File: src/rtl/xcvr_pkg.sv
package xcvr_pkg;

    parameter int XCVR_W = 18;

    typedef enum logic [1:0] {
        PM_HOLD    = 2'd0,
        PM_FOLLOW  = 2'd1,
        PM_CAPTURE = 2'd2
    } path_mode_e;

    // Transparency outranks the strobe; the strobe only counts when enabled.
    function automatic path_mode_e pick_mode(input logic le, input logic rise, input logic en_n);
        if (le)
            return PM_FOLLOW;
        else if (rise && !en_n)
            return PM_CAPTURE;
        else
            return PM_HOLD;
    endfunction

endpackage

File: src/rtl/xcvr_bus_hold.sv
module xcvr_bus_hold
    import xcvr_pkg::*;
#(
    parameter int W = XCVR_W
) (
    input  logic         clk,
    input  logic         rst_n,
    input  logic [W-1:0] pad_i,
    input  logic [W-1:0] drv_i,
    output logic [W-1:0] line_o
);

    logic [W-1:0] hold_d, hold_q;

    // One identical keeper per bit
    for (genvar i = 0; i < W; i++) begin : g_bit
        always_comb begin
            hold_d[i] = drv_i[i] ? pad_i[i] : hold_q[i];
        end
    end

    always_ff @(posedge clk or negedge rst_n) begin
        if (!rst_n)
            hold_q <= '0;
        else
            hold_q <= hold_d;
    end

    assign line_o = hold_d;

endmodule

File: src/rtl/xcvr_dir_path.sv
module xcvr_dir_path
    import xcvr_pkg::*;
#(
    parameter int W = XCVR_W
) (
    input  logic         clk,
    input  logic         rst_n,
    input  logic [W-1:0] d_i,
    input  logic         le_i,
    input  logic         cap_clk_i,
    input  logic         cap_en_n_i,
    input  logic         oe_n_i,
    output logic [W-1:0] q_o,
    output logic         oe_o
);

    typedef struct packed {
        logic [W-1:0] store;
        logic         strobe_prev;
    } path_st_t;

    path_st_t   st_d, st_q;
    path_mode_e mode;
    logic       rise;
    logic [W-1:0] view;

    always_comb begin
        rise            = cap_clk_i & ~st_q.strobe_prev;
        mode            = pick_mode(le_i, rise, cap_en_n_i);
        st_d            = st_q;
        st_d.strobe_prev = cap_clk_i;
        case (mode)
            PM_FOLLOW, PM_CAPTURE: st_d.store = d_i;
            default:               st_d.store = st_q.store;
        endcase
    end

    always_ff @(posedge clk or negedge rst_n) begin
        if (!rst_n)
            st_q <= '0;
        else
            st_q <= st_d;
    end

    // Transparent view bypasses storage so it follows within the cycle
    assign view = le_i ? d_i : st_q.store;
    assign oe_o = ~oe_n_i;
    assign q_o  = oe_o ? view : '0;

endmodule

File: src/rtl/dual_path_xcvr.sv
module dual_path_xcvr
    import xcvr_pkg::*;
#(
    parameter int W = XCVR_W
) (
    input  logic         clk,
    input  logic         rst_n,
    input  logic [W-1:0] a_pad_i,
    input  logic [W-1:0] a_drv_i,
    output logic [W-1:0] a_pad_o,
    output logic         a_oe_o,
    input  logic [W-1:0] b_pad_i,
    input  logic [W-1:0] b_drv_i,
    output logic [W-1:0] b_pad_o,
    output logic         b_oe_o,
    input  logic         ab_oe_n,
    input  logic         ab_le,
    input  logic         ab_clk,
    input  logic         ab_cken_n,
    input  logic         ba_oe_n,
    input  logic         ba_le,
    input  logic         ba_clk,
    input  logic         ba_cken_n
);

    logic [W-1:0] a_line, b_line;

    xcvr_bus_hold #(.W(W)) u_hold_a (
        .clk   (clk),
        .rst_n (rst_n),
        .pad_i (a_pad_i),
        .drv_i (a_drv_i),
        .line_o(a_line)
    );

    xcvr_bus_hold #(.W(W)) u_hold_b (
        .clk   (clk),
        .rst_n (rst_n),
        .pad_i (b_pad_i),
        .drv_i (b_drv_i),
        .line_o(b_line)
    );

    xcvr_dir_path #(.W(W)) u_path_ab (
        .clk       (clk),
        .rst_n     (rst_n),
        .d_i       (a_line),
        .le_i      (ab_le),
        .cap_clk_i (ab_clk),
        .cap_en_n_i(ab_cken_n),
        .oe_n_i    (ab_oe_n),
        .q_o       (b_pad_o),
        .oe_o      (b_oe_o)
    );

    xcvr_dir_path #(.W(W)) u_path_ba (
        .clk       (clk),
        .rst_n     (rst_n),
        .d_i       (b_line),
        .le_i      (ba_le),
        .cap_clk_i (ba_clk),
        .cap_en_n_i(ba_cken_n),
        .oe_n_i    (ba_oe_n),
        .q_o       (a_pad_o),
        .oe_o      (a_oe_o)
    );

endmodule

File: config.mk
export PLATFORM = sky130hd
export DESIGN_NAME = dual_path_xcvr
export DESIGN_NICKNAME = d
export VERILOG_FILES = /design/src/rtl/xcvr_pkg.sv /design/src/rtl/xcvr_bus_hold.sv /design/src/rtl/xcvr_dir_path.sv /design/src/rtl/dual_path_xcvr.sv
export SDC_FILE = /design/constraint.sdc
export NUM_CORES = 1
export LEC_CHECK = 0
export BUFFER_PORTS_ARGS = -buffer_cell sky130_fd_sc_hd__buf_2
export CORE_MARGIN = 2
export CORE_UTILIZATION = 53
export CTS_CLUSTER_DIAMETER = 150
export DETAILED_ROUTE_END_ITERATION = 8
export PLACE_DENSITY = 0.84
export SYNTH_ARGS = -nofsm -noshare
export SYNTH_HDL_FRONTEND = slang
export SYNTH_SLANG_ARGS = --single-unit
export TNS_END_PERCENT = 1
File: constraint.sdc
create_clock -name clk -period 3.8 [get_ports clk]
set_input_delay 0.76 -clock clk [delete_from_list [all_inputs] [get_ports clk]]
set_output_delay 0.76 -clock clk [all_outputs]
set_load 0.005 [all_outputs]
==> results.json, run 1 <==
{
  "yosys.area.top_type": "dfrtp_1",
  "synth_compound_area_frac": 0.00964,
  "area_growth_pct": 24.1,
  "vias": 2194,
  "clkTransAtPathRegs_ns": 0.07,
  "postCtsSetupRepairBufs": 0,
  "die_area_um2": 7020,
  "seqPwrFrac": 0.484,
  "grt_pass1_wl_um": 10500,
  "tritoncts": "done",
  "layout_commonest_cell": "buf_2",
  "tns_ns": 0,
  "max-vdd-ir-drop_mv": 0.277,
  "hp-class": "reg2reg",
  "netlist_area_um2": 3370,
  "startpoint": "ab_le",
  "most-common-layout-cells": "118 x buf_2, 74 x dfrtp_1, 52 x mux2_2",
  "cts_buffer_depth": 2,
  "initial_core_util": 0.540,
  "drt-total-wl_um": 6230,
  "syn-num-nets": 316,
  "synth.area.mux_share": 0.369,
  "internal_power_mw": 1.45,
  "synth_cell_types": 11,
  "period_needed_ns": 2.46,
  "slew_violations": 0,
  "htree_levels": 3,
  "crit_path_max_fanout": 19,
  "hold_ws_ns": 0.509,
  "p_per_area_nw_per_um2": 457,
  "maxSlewHeadroom": 0.393,
  "post_cts_resize_count": 0,
  "setup_viol": 0,
  "grt-ovfl-total": 0,
  "end_kind": "output pin",
  "yosys.area_share.simple": 0.0423,
  "syn_inst": 234,
  "worstMarginPinSlew_ns": 0.911,
  "ys_ff_latch": 74,
  "track_usage": 0.187,
  "antenna_found_initial": 0,
  "avgViaCountPerCell": 5.03,
  "cp.arrival_ns": 1.70,
  "num_antenna_cells": 0,
  "dpl.cell_count": 420,
  "grt_max_degree": 75,
  "sw_frac_of_total": 0.241,
  "clock_power_share": 0.337,
  "rsz0062_at_grt": "no",
  "yosys.area_share.xor_xnor": 0,
  "portBuffers": 119,
  "finClkSkew_ns": 0.0111,
  "hold_viol_final": 0,
  "nets": 436,
  "max-cap-violations": 0,
  "die_h_um": 83.8,
  "io_pins": 120,
  "drive_above_1_share": 0.577,
  "leakage_nw": 2.14,
  "hp-start": "u_path_ba.st_q[16]",
  "setup_ws_ns": 1.34,
  "critPathLaunchType": "primary input",
  "dp_slack_ns": 1.33,
  "synth_top_family_by_area": "multiplexers",
  "status": "complete, no violations",
  "min_delay_path_depth": 1,
  "drtIter0Drc": 36,
  "fmax_mhz": 406,
  "fin_cells": 436,
  "cts_made_buffers": 9,
  "drc": 0,
  "cts_hold_buf": 0,
  "synthAdderAreaFrac": 0,
  "drt_pass1_iterations": 3,
  "synth_largest_type_area_fraction": 0.549,
  "dp_hpwl_um": 4350,
  "placementRows": 29,
  "fp.coreArea_um2": 6240,
  "worst-setup-path-type": "in2out",
  "clock-sinks": 74,
  "r2r-start": "u_path_ba.st_q[0]",
  "gp_congestion": 0.711,
  "ys_seq_area_frac": 0.549,
  "yosysWarnings": 0,
  "fill_cells": 476,
  "grt_pass1_vias": 2444,
  "synth_area_leaders": "dfrtp_1 55%, mux2_2 17%, mux2i_1 11%, mux2_4 8.9%, nor2_1 4.2%",
  "clock_latency_ns": 0.34,
  "die_width_um": 83.8,
  "p_switching_mw": 0.462,
  "root_buffer": "clkbuf_8",
  "required_ns": 3.04,
  "pwr-share-comb": 0.179,
  "fin_crit_sh": 0.649,
  "reg2regPathDepth": 3,
  "wire_per_inst_um": 14.3,
  "drtAntennaViolNets": 0,
  "syn_area_per_cell_um2": 14.4
}
## routing by layer
metal	routed length [µm]	up-vias	share of wire	track usage
met4	116	0	0.019	0.0674
met2	3210	59	0.52	0.328
met3	307	12	0.049	0.0534
li1	-	1048	-	-
met1	2600	1075	0.42	0.219
met5	0	-	0	0
## power by group through the flow
stage / sequential (mW) / combinational [mW] / clock, mW
5_1_grt: 0.937 / 0.378 / 0.698
3_3_place_gp: 0.935 / 0.338 / 0
2_1_floorplan: 0.927 / 0.231 / 0
4_1_cts: 0.926 / 0.350 / 0.661
3_5_place_dp: 0.941 / 0.347 / 0
6_report: 0.926 / 0.343 / 0.645
## area by class of cell
cell class / instances / area, µm² / share of cell area
Clock buffer: 11 / 131 / 0.0314
Clock inverter: 5 / 78.8 / 0.0188
Timing Repair Buffer: 119 / 598 / 0.143
Multi-Input combinational cell: 148 / 1420 / 0.340
Sequential cell: 74 / 1850 / 0.442
Inverter: 2 / 7.51 / 0.00179
Tap cell: 77 / 96.3 / 0.0230
## state kept, by name, indices dropped and copies added (netlist names)
| signal | flops |
|---|---|
| u_hold_a.hold_q | 18 |
| u_path_ab.st_q | 19 |
| u_path_ba.st_q | 19 |
| u_hold_b.hold_q | 18 |
## final timing paths
check / slack, ns / endpoint
setup / recovery: 1.34 / b_pad_o[12]
max in group asynchronous: 2.65 / u_path_ba.st_q[2]
hold reg to reg: 0.51 / u_path_ba.st_q[16]
min in group asynchronous: 0.55 / u_hold_a.hold_q[8]
hold / removal: 0.51 / u_path_ba.st_q[16]
setup reg to reg: 2.25 / u_path_ba.st_q[13]
## critical path, cell delays in order
cell	delay, ns
buf_2	0.47
mux2i_1	0.28
nor2_1	0.05
buf_2	0.13
## cells by family after synthesis
| group | after synthesis |
|---|---|
| mux | 108 |
| flops | 74 |
| simple gates | 38 |
| buf+inv | 12 |
| compound gates | 2 |
## synthesized netlist by cell type (all sizes together)
cell / count
a21oi: 2
buf: 6
clkbuf: 4
dfrtp: 74
inv: 2
mux2: 72
mux2i: 36
nor2: 38
## metrics by stage
step                      area (µm²)  total power [mW]   util
after floorplan                 3370              1.16      -
after global placement          3980              1.27  0.637
after CTS                       4190              1.94  0.671
after global routing            4190              2.01  0.671
final                           4190              1.91  0.671
after detailed placement        3980              1.29  0.637
No activity file was read; power rests on OpenSTA's default activity.
==> inputs of run 2 (changes only) <==
--- a/config.mk
+++ b/config.mk
@@ -7,10 +7,10 @@
 export LEC_CHECK = 0
 export BUFFER_PORTS_ARGS = -buffer_cell sky130_fd_sc_hd__buf_2
 export CORE_MARGIN = 2
-export CORE_UTILIZATION = 53
+export CORE_UTILIZATION = 50
 export CTS_CLUSTER_DIAMETER = 150
 export DETAILED_ROUTE_END_ITERATION = 8
-export PLACE_DENSITY = 0.84
+export PLACE_DENSITY = 0.8
 export SYNTH_ARGS = -nofsm -noshare
 export SYNTH_HDL_FRONTEND = slang
 export SYNTH_SLANG_ARGS = --single-unit
==> constraint.sdc (replaced) <==
create_clock -name clk -period 2.4 [get_ports clk]
set_input_delay 0.48 -clock clk [delete_from_list [all_inputs] [get_ports clk]]
set_output_delay 0.48 -clock clk [all_outputs]
set_load 0.005 [all_outputs]
==> results.json, run 2 (same netlist as run 1, synthesis figures left out) <==
{
  "status": "complete, no violations",
  "crit_top_cell": "buf_2",
  "avgViaCountPerCell": 4.99,
  "drtAntennaViolNets": 0,
  "rsz0062_at_grt": "no",
  "r2r-start": "u_path_ab.st_q[0]",
  "portBuffers": 119,
  "drive_above_1_share": 0.586,
  "fill_cells": 488,
  "initial_core_util": 0.525,
  "drc": 0,
  "reg2reg_to": "u_path_ab.st_q[7]",
  "multiInputGateArea_um2": 1420,
  "clkTransAtPathRegs_ns": 0.08,
  "startpoint": "ba_le",
  "io_pins": 120,
  "seqPwrFrac": 0.484,
  "worstMarginPinSlew_ns": 0.604,
  "clock-sinks": 74,
  "path_cells": "buf_2, mux2i_1, nor2_1, buf_2",
  "cts_buffer_depth": 2,
  "grt_pass1_wl_um": 10700,
  "internal_power_mw": 2.28,
  "hold_ws_ns": 0.0864,
  "cts_made_buffers": 9,
  "num_antenna_cells": 0,
  "clock_power_share": 0.334,
  "reg2reg_slack_ns": 0.99,
  "area_growth_pct": 25.4,
  "drt-total-wl_um": 6380,
  "dp_hpwl_um": 4560,
  "maxSlewHeadroom": 0.597,
  "max-cap-violations": 0,
  "p_switching_mw": 0.743,
  "grt_max_degree": 40,
  "sw_frac_of_total": 0.245,
  "nets": 440,
  "gp_congestion": 0.721,
  "most-common-layout-cells": "118 x buf_2, 74 x dfrtp_1, 52 x mux2_2",
  "htree_levels": 3,
  "postCtsSetupRepairBufs": 0,
  "crit_end": "a_pad_o[17]",
  "top_regs": "u_path_ab.st_q x19, u_path_ba.st_q x19",
  "die_area_um2": 7420,
  "root_buffer": "clkbuf_8",
  "grt-ovfl-total": 0,
  "hp-class": "in2async",
  "crit_path_max_fanout": 19,
  "tritoncts": "done",
  "max-vdd-ir-drop_mv": 0.364,
  "leakage_nw": 2.16,
  "setup_ws_ns": 0.482,
  "drt_pass1_iterations": 3,
  "pwr-share-comb": 0.182,
  "grt_pass1_vias": 2381,
  "finClkSkew_ns": 0.00955,
  "layout_commonest_cell": "buf_2",
  "placementRows": 29,
  "die_width_um": 86.1,
  "fin_crit_sh": 0.799,
  "fin_cells": 439,
  "dpl.cell_count": 424,
  "track_usage": 0.184,
  "end_kind": "output pin",
  "clock_latency_ns": 0.33,
  "tns_ns": 0,
  "period_needed_ns": 1.92,
  "fp.coreArea_um2": 6420,
  "setup_viol": 0,
  "required_ns": 1.92,
  "dp_slack_ns": 0.470,
  "worst-setup-path-type": "in2out",
  "fmax_mhz": 521,
  "post_cts_resize_count": 0,
  "cts_hold_buf": 0,
  "hold_viol_final": 0,
  "drtIter0Drc": 61,
  "final_core_util": 0.658,
  "p_per_area_nw_per_um2": 716,
  "reg2regPathDepth": 4,
  "cpMaxStageDelayCell": "buf_2",
  "die_h_um": 86.1,
  "slew_violations": 0,
  "wire_per_inst_um": 14.5,
  "critPathLaunchType": "primary input",
  "vias": 2192,
  "slowest_delay_ns": 0.48,
  "cp.arrival_ns": 1.44,
  "seqCellArea_um2": 1850,
  "antenna_found_initial": 0
}
## run 2: per-layer routing
metal | GRT usage | up-vias | part of all wire
li1 | - | 1057 | -
met5 | 0 | - | 0
met3 | 0.0510 | 6 | 0.052
met4 | 0.0476 | 0 | 0.0099
met1 | 0.234 | 1066 | 0.44
met2 | 0.310 | 63 | 0.50
## run 2: how the worst min path moves through the flow
stage               start             endpoint  slack [ns]  depth (start not counted)
finish              rst_n  u_hold_a.hold_q[10]        0.09                          1
global route        rst_n  u_hold_a.hold_q[10]        0.11                          1
CTS                 rst_n  u_hold_a.hold_q[10]        0.10                          1
detailed placement  rst_n  u_hold_a.hold_q[10]        0.47                          1
global placement    rst_n  u_hold_a.hold_q[10]        0.47                          1
floorplan           rst_n   u_hold_a.hold_q[0]        0.18                          0
## run 2: per-stage QoR
step	total power, mW	cell area, µm²
final	3.03	4230
after global routing	3.19	4230
after CTS	3.06	4230
after global placement	2.03	4020
after floorplan	1.83	3370
after detailed placement	2.05	4020
## run 2: layout make-up
type | instances | share of cell area
timing repair buffer | 123 | 0.151
inverter | 2 | 0.00178
clock inverter | 3 | 0.0109
clock buffer | 12 | 0.0391
sequential | 74 | 0.438
multi-input combinational | 148 | 0.336
tap | 77 | 0.0228
## run 2: power by group through the flow
stage          Sequential (mW)  Combinational [mW]  Clock [mW]
2_1_floorplan             1.47               0.366           0
3_3_place_gp              1.48               0.545           0
3_5_place_dp              1.49               0.559           0
4_1_cts                   1.47               0.563        1.03
5_1_grt                   1.49               0.613        1.09
6_report                  1.47               0.552        1.01
## run 2: worst max-delay path: cells and delay by family
| kind | cells | cell delay (ns) |
|---|---|---|
| buffers and inverters | 2 | 0.62 |
| multiplexers | 1 | 0.26 |
| AND/OR/NAND/NOR | 1 | 0.07 |
==> inputs of run 3 (changes only) <==
--- a/config.mk
+++ b/config.mk
@@ -5,12 +5,13 @@
 export SDC_FILE = /design/constraint.sdc
 export NUM_CORES = 1
 export LEC_CHECK = 0
+export ABC_AREA = 1
 export BUFFER_PORTS_ARGS = -buffer_cell sky130_fd_sc_hd__buf_2
 export CORE_MARGIN = 2
-export CORE_UTILIZATION = 50
+export CORE_UTILIZATION = 47
 export CTS_CLUSTER_DIAMETER = 150
 export DETAILED_ROUTE_END_ITERATION = 8
-export PLACE_DENSITY = 0.8
+export PLACE_DENSITY = 0.77
 export SYNTH_ARGS = -nofsm -noshare
 export SYNTH_HDL_FRONTEND = slang
 export SYNTH_SLANG_ARGS = --single-unit
==> constraint.sdc (replaced) <==
create_clock -name clk -period 1.65 [get_ports clk]
set_input_delay 0.33 -clock clk [delete_from_list [all_inputs] [get_ports clk]]
set_output_delay 0.33 -clock clk [all_outputs]
set_load 0.005 [all_outputs]
==> results.json, run 3 <==
{
  "status": "finished with violations",
  "violations": "hold timing",
  "setup_ws_ns": 0.199,
  "grt-ovfl-total": 0,
  "synthMostInstantiatedCell": "nand2_1",
  "placementRows": 33,
  "nets": 733,
  "antenna_found_initial": 0,
  "max-cap-violations": 0,
  "cp.arrival_ns": 1.12,
  "ys_ff_latch": 74,
  "slew_violations": 0,
  "avgViaCountPerCell": 4.67,
  "grt_pass1_wl_um": 15000,
  "clock_latency_ns": 0.34,
  "most-common-layout-cells": "176 x nand2_1, 118 x buf_2, 74 x inv_1, 74 x dfrtp_1",
  "tns_ns": 0,
  "track_usage": 0.207,
  "yosys.area_share.simple": 0.409,
  "drtIter0Drc": 151,
  "ys_seq_area_frac": 0.468,
  "crit_top_cell": "nor2_1",
  "cpMaxStageDelayCell": "dfrtp_1",
  "clock-sinks": 74,
  "cts_hold_buf": 0,
  "yosys.area.top_type": "dfrtp_1",
  "tritoncts": "done",
  "max-vdd-ir-drop_mv": 0.412,
  "dp_slack_ns": 0.271,
  "die_h_um": 95.7,
  "hp-class": "in2async",
  "postCtsSetupRepairBufs": 0,
  "fin_crit_sh": 0.879,
  "die_area_um2": 9170,
  "top_regs": "u_path_ab.st_q x19, u_path_ba.st_q x19",
  "dpl.cell_count": 745,
  "worst-path-buf-inv": 2,
  "syn_inst": 536,
  "crit_path_max_fanout": 2,
  "cts_buffer_depth": 2,
  "drive_above_1_share": 0.285,
  "layout_commonest_cell": "nand2_1",
  "maxSlewHeadroom": 0.724,
  "path_cells": "nor2_1, nor2_1, nand2_1, inv_1, buf_2",
  "num_antenna_cells": 0,
  "gp_congestion": 0.777,
  "area_growth_pct": 20.5,
  "power_mw": 4.28,
  "period_needed_ns": 1.45,
  "drt_pass1_iterations": 4,
  "worst-setup-path-type": "reg2out",
  "drtAntennaViolNets": 0,
  "synth_compound_area_frac": 0,
  "post_cts_resize_count": 0,
  "syn_area_per_cell_um2": 7.38,
  "netlist_area_um2": 3960,
  "async_reset_ff_frac": 1.00,
  "critPathLaunchType": "flip-flop",
  "vias": 3552,
  "finClkSkew_ns": 0.00895,
  "required_ns": 1.32,
  "synthAdderAreaFrac": 0,
  "portBuffers": 119,
  "synth_top_family_by_area": "simple AND/OR/NAND/NOR gates",
  "io_pins": 120,
  "wire_per_inst_um": 11.3,
  "rsz0062_at_grt": "no",
  "synth.area.mux_share": 0,
  "synth-edff-count": 0,
  "fmax_mhz": 689,
  "drt-total-wl_um": 8590,
  "synth_area_leaders": "dfrtp_1 47%, nand2_1 17%, nand3_1 9.1%, inv_1 7.0%, nor2_1 6.8%",
  "fin_cells": 760,
  "grt_pass1_vias": 3485,
  "cpLargestDelayFamily": "flip-flops",
  "dp_hpwl_um": 6010,
  "initial_core_util": 0.484,
  "synth_largest_type_area_fraction": 0.468,
  "synth_cell_types": 14,
  "p_per_area_nw_per_um2": 899,
  "hold_ws_ns": -0.0223,
  "drc": 0,
  "setup_viol": 0,
  "hold_viol_final": 11,
  "clkTransAtPathRegs_ns": 0.07,
  "worstMarginPinSlew_ns": 0.414,
  "yosysWarnings": 0,
  "yosys.area_share.xor_xnor": 0,
  "cts_made_buffers": 9,
  "die_width_um": 95.7,
  "slowest_delay_ns": 0.39,
  "fill_cells": 774,
  "synth_commonest_cells": "176 x nand2_1, 74 x dfrtp_1, 74 x inv_1",
  "root_buffer": "clkbuf_8",
  "end_kind": "output pin",
  "htree_levels": 3,
  "dominantRegCellSynth": "dfrtp_1",
  "syn-num-nets": 618,
  "leakage_nw": 2.98,
  "grt_max_degree": 75,
  "fp.coreArea_um2": 8180
}
==> run 3: cell count changes in the layout (fill, tap and decap cells not counted), sizes merged, moves of 34 or more <==
cell | before | now
nand3 | 0 | 74
nand2 | 0 | 218
inv | 3 | 80
mux2i | 36 | 0
mux2 | 72 | 0
nor2 | 38 | 72
==> run 3: cell type report <==
| cell class | count | area, µm² | share of cell area |
|---|---|---|---|
| Multi-Input combinational cell | 364 | 1620 | 0.339 |
| Clock buffer | 10 | 138 | 0.0289 |
| Timing Repair Buffer | 122 | 658 | 0.138 |
| Clock inverter | 5 | 55.1 | 0.0116 |
| Sequential cell | 74 | 1850 | 0.389 |
| Tap cell | 105 | 131 | 0.0276 |
| Inverter | 80 | 315 | 0.0662 |
==> run 3: layer usage <==
layer,vias up,part of all wire,GRT usage,wire (µm)
li1,1837,-,-,-
met1,1605,0.44,0.260,3780
met2,103,0.50,0.372,4260
met3,7,0.057,0.0298,491
met4,0,0.0076,0.0607,65
met5,-,0,0,0
==> run 3: final timing paths <==
path | from | to | slack [ns] | cells past startpoint
worst max-delay path | u_path_ab.st_q[5] | b_pad_o[4] | 0.20 | 5
worst min-delay path | rst_n | u_hold_b.hold_q[7] | -0.02 | 2
worst max register to register | u_path_ba.st_q[0] | u_path_ba.st_q[12] | 0.48 | 5
worst min register to register | u_hold_b.hold_q[10] | u_hold_b.hold_q[10] | 0.49 | 2
max in group asynchronous | rst_n | u_path_ba.st_q[1] | 1.32 | 2
min in group clk | ba_clk | u_path_ba.st_q[0] | 0.14 | 1
==> run 3: kinds of logic after synthesis <==
kind of cell / after synthesis
buffers and inverters: 98
DFF: 74
and+or+nand+nor: 364
==> run 3: report_power, final <==
group	switching [mW]	leakage, nW	internal [mW]
sequential	0.0845	0.911	2.00
combinational	0.484	1.98	0.335
clock	0.654	0.0941	0.726
==> run 3: per-stage QoR <==
| step | hold WS (ns) | cell area [µm²] | utilization |
|---|---|---|---|
| 4_1_cts | 0.00397 | 4770 | 0.583 |
| 3_5_place_dp | 0.376 | 4570 | 0.559 |
| 5_1_grt | 0.0293 | 4770 | 0.583 |
| 3_3_place_gp | 0.373 | 4570 | 0.559 |
| 2_1_floorplan | 0.0344 | 3960 | - |
| 6_report | -0.0223 | 4770 | 0.583 |
